--- config.mk ---
export PLATFORM = sky130hd
export DESIGN_NAME = cascade_mult
export DESIGN_NICKNAME = d
export VERILOG_FILES = /design/src/rtl/cascade_mult_pkg.sv /design/src/rtl/cascade_mult_stage.sv /design/src/rtl/cascade_mult_vpipe.sv /design/src/rtl/cascade_mult.sv
export SDC_FILE = /design/constraint.sdc
export NUM_CORES = 2
export LEC_CHECK = 0
export ABC_CLOCK_PERIOD_IN_PS = 6100
export BUFFER_PORTS_ARGS = -buffer_cell sky130_fd_sc_hd__buf_2
export CORE_UTILIZATION = 59
export CTS_CLUSTER_DIAMETER = 150
export DETAILED_ROUTE_END_ITERATION = 10
export PLACE_DENSITY = 0.81
export SYNTH_ARGS = -nofsm -noshare
export SYNTH_HDL_FRONTEND = slang
export SYNTH_HIERARCHICAL = 1
export SYNTH_SLANG_ARGS = --single-unit
--- constraint.sdc ---
create_clock -name clk -period 6.1 [get_ports clk]
set_clock_uncertainty 0.05 [all_clocks]
set_input_delay 0.915 -clock clk [delete_from_list [all_inputs] [get_ports clk]]
set_output_delay 0.915 -clock clk [all_outputs]
set_load 0.01 [all_outputs]
--- src/rtl/cascade_mult_pkg.sv ---
package cascade_mult_pkg;
    // Default geometry of the split multiplier
    localparam int unsigned MUL_A_W   = 27;  // narrow signed operand
    localparam int unsigned MUL_B_W   = 35;  // wide signed operand
    localparam int unsigned MUL_LO_W  = 17;  // unsigned low slice / cascade shift
    localparam int unsigned MUL_CAS_W = 48;  // partial-sum path width
    localparam int unsigned MUL_LAT   = 4;   // register levels, input to output

    function automatic int unsigned max_u(input int unsigned x, input int unsigned y);
        return (x > y) ? x : y;
    endfunction
endpackage

--- src/rtl/cascade_mult_stage.sv ---
// One multiply-add stage: p_q <= a * b + (casc_in >>> SHIFT)
module cascade_mult_stage #(
    parameter int unsigned A_W   = 27,
    parameter int unsigned B_W   = 18,
    parameter int unsigned CW    = 48,
    parameter int unsigned SHIFT = 17
) (
    input  logic                 clk,
    input  logic                 rst,
    input  logic signed [A_W-1:0] a_in,
    input  logic signed [B_W-1:0] b_in,
    input  logic signed [CW-1:0]  casc_in,
    output logic signed [CW-1:0]  p_out
);
    logic signed [CW-1:0] a_ext;
    logic signed [CW-1:0] b_ext;
    logic signed [CW-1:0] addend;
    logic signed [CW-1:0] p_next;
    logic signed [CW-1:0] p_q;

    always_comb begin
        a_ext  = CW'(a_in);
        b_ext  = CW'(b_in);
        addend = casc_in >>> SHIFT;
        p_next = (a_ext * b_ext) + addend;
    end

    always_ff @(posedge clk) begin
        if (rst) p_q <= '0;
        else     p_q <= p_next;
    end

    assign p_out = p_q;


    zero_pp_chk: assert property (@(posedge clk) disable iff (rst)
        (a_in == '0 || b_in == '0) |=> (p_out == ($signed($past(casc_in)) >>> SHIFT)));
endmodule

--- src/rtl/cascade_mult_vpipe.sv ---
// Valid flag delay line matching the data path depth
module cascade_mult_vpipe #(
    parameter int unsigned DEPTH = 4
) (
    input  logic clk,
    input  logic rst,
    input  logic v_in,
    output logic v_out
);
    generate
        if (DEPTH == 1) begin : g_single
            logic v_q;
            always_ff @(posedge clk) begin
                if (rst) v_q <= 1'b0;
                else     v_q <= v_in;
            end
            assign v_out = v_q;
        end else begin : g_chain
            logic [DEPTH-1:0] v_q;
            always_ff @(posedge clk) begin
                if (rst) v_q <= '0;
                else     v_q <= {v_q[DEPTH-2:0], v_in};
            end
            assign v_out = v_q[DEPTH-1];
        end
    endgenerate
endmodule

--- src/rtl/cascade_mult.sv ---
module cascade_mult
    import cascade_mult_pkg::*;
#(
    parameter int unsigned A_W   = MUL_A_W,
    parameter int unsigned B_W   = MUL_B_W,
    parameter int unsigned LO_W  = MUL_LO_W,
    parameter int unsigned CAS_W = MUL_CAS_W
) (
    input  logic                       clk,
    input  logic                       rst,
    input  logic                       in_valid,
    input  logic signed [A_W-1:0]      a_in,
    input  logic signed [B_W-1:0]      b_in,
    output logic                       out_valid,
    output logic signed [A_W+B_W-1:0]  product
);
    localparam int unsigned PROD_W = A_W + B_W;
    localparam int unsigned HI_W   = B_W - LO_W;
    localparam int unsigned UP_W   = PROD_W - LO_W;
    localparam int unsigned STG_BW = max_u(LO_W + 1, HI_W);
    localparam int unsigned LAT    = MUL_LAT;

    // Level 0: operand capture
    logic signed [A_W-1:0]    a_r;
    logic signed [B_W-1:0]    b_r;
    // Level 1: forwarded operands for the second stage
    logic signed [A_W-1:0]    a_d;
    logic signed [STG_BW-1:0] hi_d;
    // Slice operands
    logic signed [STG_BW-1:0] lo_op;
    logic signed [STG_BW-1:0] hi_op;
    // Stage results
    logic signed [CAS_W-1:0]  p1;
    logic signed [CAS_W-1:0]  p2;
    // Level 2: delay-matched low result bits
    logic [LO_W-1:0]          lo_d;
    // Level 3: output register
    logic signed [PROD_W-1:0] prod_q;

    always_comb begin
        lo_op = STG_BW'({1'b0, b_r[LO_W-1:0]});
        hi_op = STG_BW'($signed(b_r[B_W-1:LO_W]));
    end

    always_ff @(posedge clk) begin
        if (rst) begin
            a_r    <= '0;
            b_r    <= '0;
            a_d    <= '0;
            hi_d   <= '0;
            lo_d   <= '0;
            prod_q <= '0;
        end else begin
            a_r    <= a_in;
            b_r    <= b_in;
            a_d    <= a_r;
            hi_d   <= hi_op;
            lo_d   <= p1[LO_W-1:0];
            prod_q <= {p2[UP_W-1:0], lo_d};
        end
    end

    cascade_mult_stage #(
        .A_W(A_W), .B_W(STG_BW), .CW(CAS_W), .SHIFT(LO_W)
    ) u_stage_lo (
        .clk(clk), .rst(rst), .a_in(a_r), .b_in(lo_op),
        .casc_in('0), .p_out(p1)
    );

    cascade_mult_stage #(
        .A_W(A_W), .B_W(STG_BW), .CW(CAS_W), .SHIFT(LO_W)
    ) u_stage_hi (
        .clk(clk), .rst(rst), .a_in(a_d), .b_in(hi_d),
        .casc_in(p1), .p_out(p2)
    );

    cascade_mult_vpipe #(.DEPTH(LAT)) u_vpipe (
        .clk(clk), .rst(rst), .v_in(in_valid), .v_out(out_valid)
    );

    assign product = prod_q;

    // Cycles since reset, saturating, so that $past never reaches before reset
    logic [2:0] since_rst;
    always_ff @(posedge clk) begin
        if (rst)                 since_rst <= '0;
        else if (since_rst != 3'd7) since_rst <= since_rst + 3'd1;
    end


    lat_vld_chk: assert property (@(posedge clk) disable iff (rst)
        (since_rst >= 3'(LAT)) |-> (out_valid == $past(in_valid, 4)));


    rst_clear_chk: assert property (@(posedge clk)
        rst |=> (!out_valid && product == '0));


    zero_out_chk: assert property (@(posedge clk) disable iff (rst)
        (since_rst >= 3'(LAT) && out_valid &&
         ($past(a_in, 4) == '0 || $past(b_in, 4) == '0)) |-> (product == '0));


    sign_chk: assert property (@(posedge clk) disable iff (rst)
        (since_rst >= 3'(LAT) && out_valid &&
         $past(a_in, 4) != '0 && $past(b_in, 4) != '0)
        |-> (product[PROD_W-1] == ($past(a_in[A_W-1], 4) ^ $past(b_in[B_W-1], 4))));


    casc_fit_chk: assert property (@(posedge clk) disable iff (rst)
        (&p2[CAS_W-1:UP_W-1]) || !(|p2[CAS_W-1:UP_W-1]));
endmodule

==> Implementation_results.wiki <==
{| class="wikitable"
! Metric !! Value
|-
| Maximum number of pins on one net before global-route repair || 117
|-
| Length in cells of the worst reg-to-reg path || 19
|-
| Chip width || 275 um
|-
| Final worst-path setup slack || -452 ps
|-
| Number of setup violations in the final report || 40
|-
| TritonCTS clock tree || built
|-
| Critical path class || flop to flop
|-
| Die outline area || 0.0759 mm2
|-
| Failing checks || setup timing
|-
| Number of fillers in the final layout || 4575
|-
| WL final || about 120000 um
|-
| CP Data Arrival Time || 6940 ps
|-
| Worst Setup End Kind || flop
|-
| Total overflow reported by the global router || 0
|-
| Final net count || 6534
|-
| Fmax || 153 MHz
|-
| Areal power density over the cells || about 400 mW/mm2
|-
| Slew of the pin with the lowest slew margin || 758 ps
|-
| Chip height || ~280 um
|-
| Average wire length per cell after detail routing || 19.2 um
|-
| Via density per instance || around 5.4
|-
| Instance count along the most critical hold path || 1
|-
| Static Leak || 26.7 nW
|-
| Final worst path period need || approximately 6600 ps
|-
| IO Pins || 128
|-
| Hold Vio Cnt, Final || 0
|-
| Number of max-capacitance violations reported || 0
|-
| Global-route wire length before repair || 179000 um
|-
| Area of the core region || 0.0735 mm2
|-
| Fraction of the cycle the final worst path needs || 107%
|-
| Overall fraction of global-route tracks in use || 30.0%
|-
| Setup Total Neg Slack || -7830 ps
|-
| Mapped Cells || 4611
|-
| TritonCTS Sinks || 281
|-
| Number of slew-limit violations in the final report || 0
|-
| Starting Density || 60.0%
|-
| Total half-perimeter wirelength after legalization and detailed placement || 88300 um
|-
| Share of cells above drive strength 1 || approximately a quarter
|-
| Count of placed standard cells in the final layout, fillers left out || 6171
|-
| Initial antenna violation count || 2
|-
| Post-synthesis instance area || 0.0441 mm2
|-
| Max clock buf depth || 3
|-
| Average cell area after synthesis || 9.57 um2
|-
| Detailed Routing Iterations Pass 1 || 8
|-
| Critical Path RT || 6480 ps
|-
| Placer congestion estimate || around 0.91
|-
| Result of the run || complete, but fails checks
|-
| Root Driver || sky130_fd_sc_hd__clkbuf_16
|-
| Layout area overhead || 21.7%
|-
| DRC violations left || 0
|-
| Hold buffer count at CTS || 0
|-
| H-tree level count || 2
|-
| Pwr Total || approximately 0.021 W
|-
| Number of warnings printed during yosys synthesis || 6
|-
| Maximum net fanout on the critical path || 5
|-
| Vias in the first global route || 35.2k
|-
| Total number of placement rows || 99
|-
| Clock-pin slew on the worst setup and hold paths || 70 ps
|-
| Setup repair after global routing missed its margin || true
|-
| Detailed router's first-iteration violation count || 2680
|-
| Clock Latency Late Sink || about 580 ps
|-
| Worst hold path class || flop to flop
|-
| Port-buffer cells || between 100 and 150
|-
| Number of routed nets with antenna violations || 0
|-
| Startpoint type of the worst setup path || flop
|-
| R2r setup slk || -450 ps
|-
| DP Cell Count || 6005
|-
| CTS Buf Count || 34
|-
| Via count || 33.5k
|-
| VDD IR max || 522 uV
|-
| Relative max-transition margin || between 40% and 50%
|}
[metal layers]
metal / vias up / track usage (%) / share of wire [%]
li1: 14500 / - / -
met1: 16700 / 38.5 / 38
met2: 1724 / 51.0 / 49
met3: 466 / 6.54 / 8.9
met4: 4 / 9.16 / 4.3
met5: - / 0 / 0.020
[area by class of cell]
| type | count | area [um2] | share of cell area, % |
|---|---|---|---|
| diodes | 1 | 2.50 | 0.00466 |
| clock buffers | 45 | 932 | 1.74 |
| clock inverters | 15 | 213 | 0.396 |
| inverters | 1064 | 4000 | 7.45 |
| multi-input cells | 3112 | 36100 | 67.2 |
| flip-flops and latches | 281 | 5800 | 10.8 |
| well taps | 959 | 1200 | 2.24 |
| repair buffers | 694 | 5470 | 10.2 |
[stage by stage]
| step | utilization (%) | hold slack (ps) | area (um2) | worst slack [ps] |
|---|---|---|---|---|
| 2_1_floorplan | - | 361 | 44700 | -136 |
| 3_3_place_gp | 66.8 | 366 | 49100 | -432 |
| 3_5_place_dp | 66.8 | 368 | 49100 | -501 |
| 4_1_cts | 70.8 | 366 | 52000 | -397 |
| 5_1_grt | 73.1 | 387 | 53700 | -611 |
| 6_report | 73.1 | 366 | 53700 | -452 |
[worst paths after layout]
check / startpoint / endpoint
min: u_stage_hi/p_out[16] / product[33]
max: b_r[9] / u_stage_lo/p_out[41]
max reg2reg: b_r[9] / u_stage_lo/p_out[41]
min reg2reg: u_stage_hi/p_out[16] / product[33]
[cell usage in the layout, fill, tap and decap left out, drive strengths merged, types with 24 or more instances in the layout]
cell type and instances:
nand2 498, a21oi 87, nand3 27, inv 1069, o21ai 55, nor2 126
xnor2 43, clkbuf 46, conb 43, and2 482, nor2b 200, buf 692
a21o 36, fa 1020, ha 262, dfxtp 281, nand2b 24
[what timing repair did]
action / 4_1_cts / 5_1_grt
cloned: 0 / 5
gates resized for setup: 316 / 294
pin swaps: 140 / 226
setup endpoints to repair: 50 / 56
setup buffers: 48 / 62
[registers in the layout, indices dropped and copies added (netlist names)]
register             count
a_d                     27
a_r                     27
b_r                     35
hi_d                    18
lo_d                    17
product                 62
u_stage_hi/p_out        45
u_stage_lo/p_out        46
u_vpipe/g_chain.v_q      4
[power breakdown]
part / internal [W] / leakage [nW] / total, W / switching, W
logic: 0.00824 / 23.8 / 0.0169 / 0.00868
clock network: 0.00123 / 0.559 / 0.00212 / 0.000895
registers: 0.00224 / 2.36 / 0.00239 / 0.000151
total: 0.0117 / 26.7 / 0.0214 / 0.00973
[critical path: stages, from the launching register on]
cell and delay (ps):
sky130_fd_sc_hd__dfxtp_1 400, sky130_fd_sc_hd__nand2_1 130, sky130_fd_sc_hd__fa_1 580, sky130_fd_sc_hd__inv_1 70, sky130_fd_sc_hd__fa_1 480, sky130_fd_sc_hd__fa_1 570
sky130_fd_sc_hd__fa_1 450, sky130_fd_sc_hd__fa_1 520, sky130_fd_sc_hd__fa_1 470, sky130_fd_sc_hd__fa_1 550, sky130_fd_sc_hd__ha_4 300, sky130_fd_sc_hd__nand4_1 110
sky130_fd_sc_hd__or3_1 340, sky130_fd_sc_hd__or4b_4 530, sky130_fd_sc_hd__nand4b_4 150, sky130_fd_sc_hd__a21oi_4 90, sky130_fd_sc_hd__o31ai_4 280, sky130_fd_sc_hd__buf_4 180
sky130_fd_sc_hd__xnor2_2 90, sky130_fd_sc_hd__nor2_1 50
No activity file was read; power rests on OpenSTA's default activity.
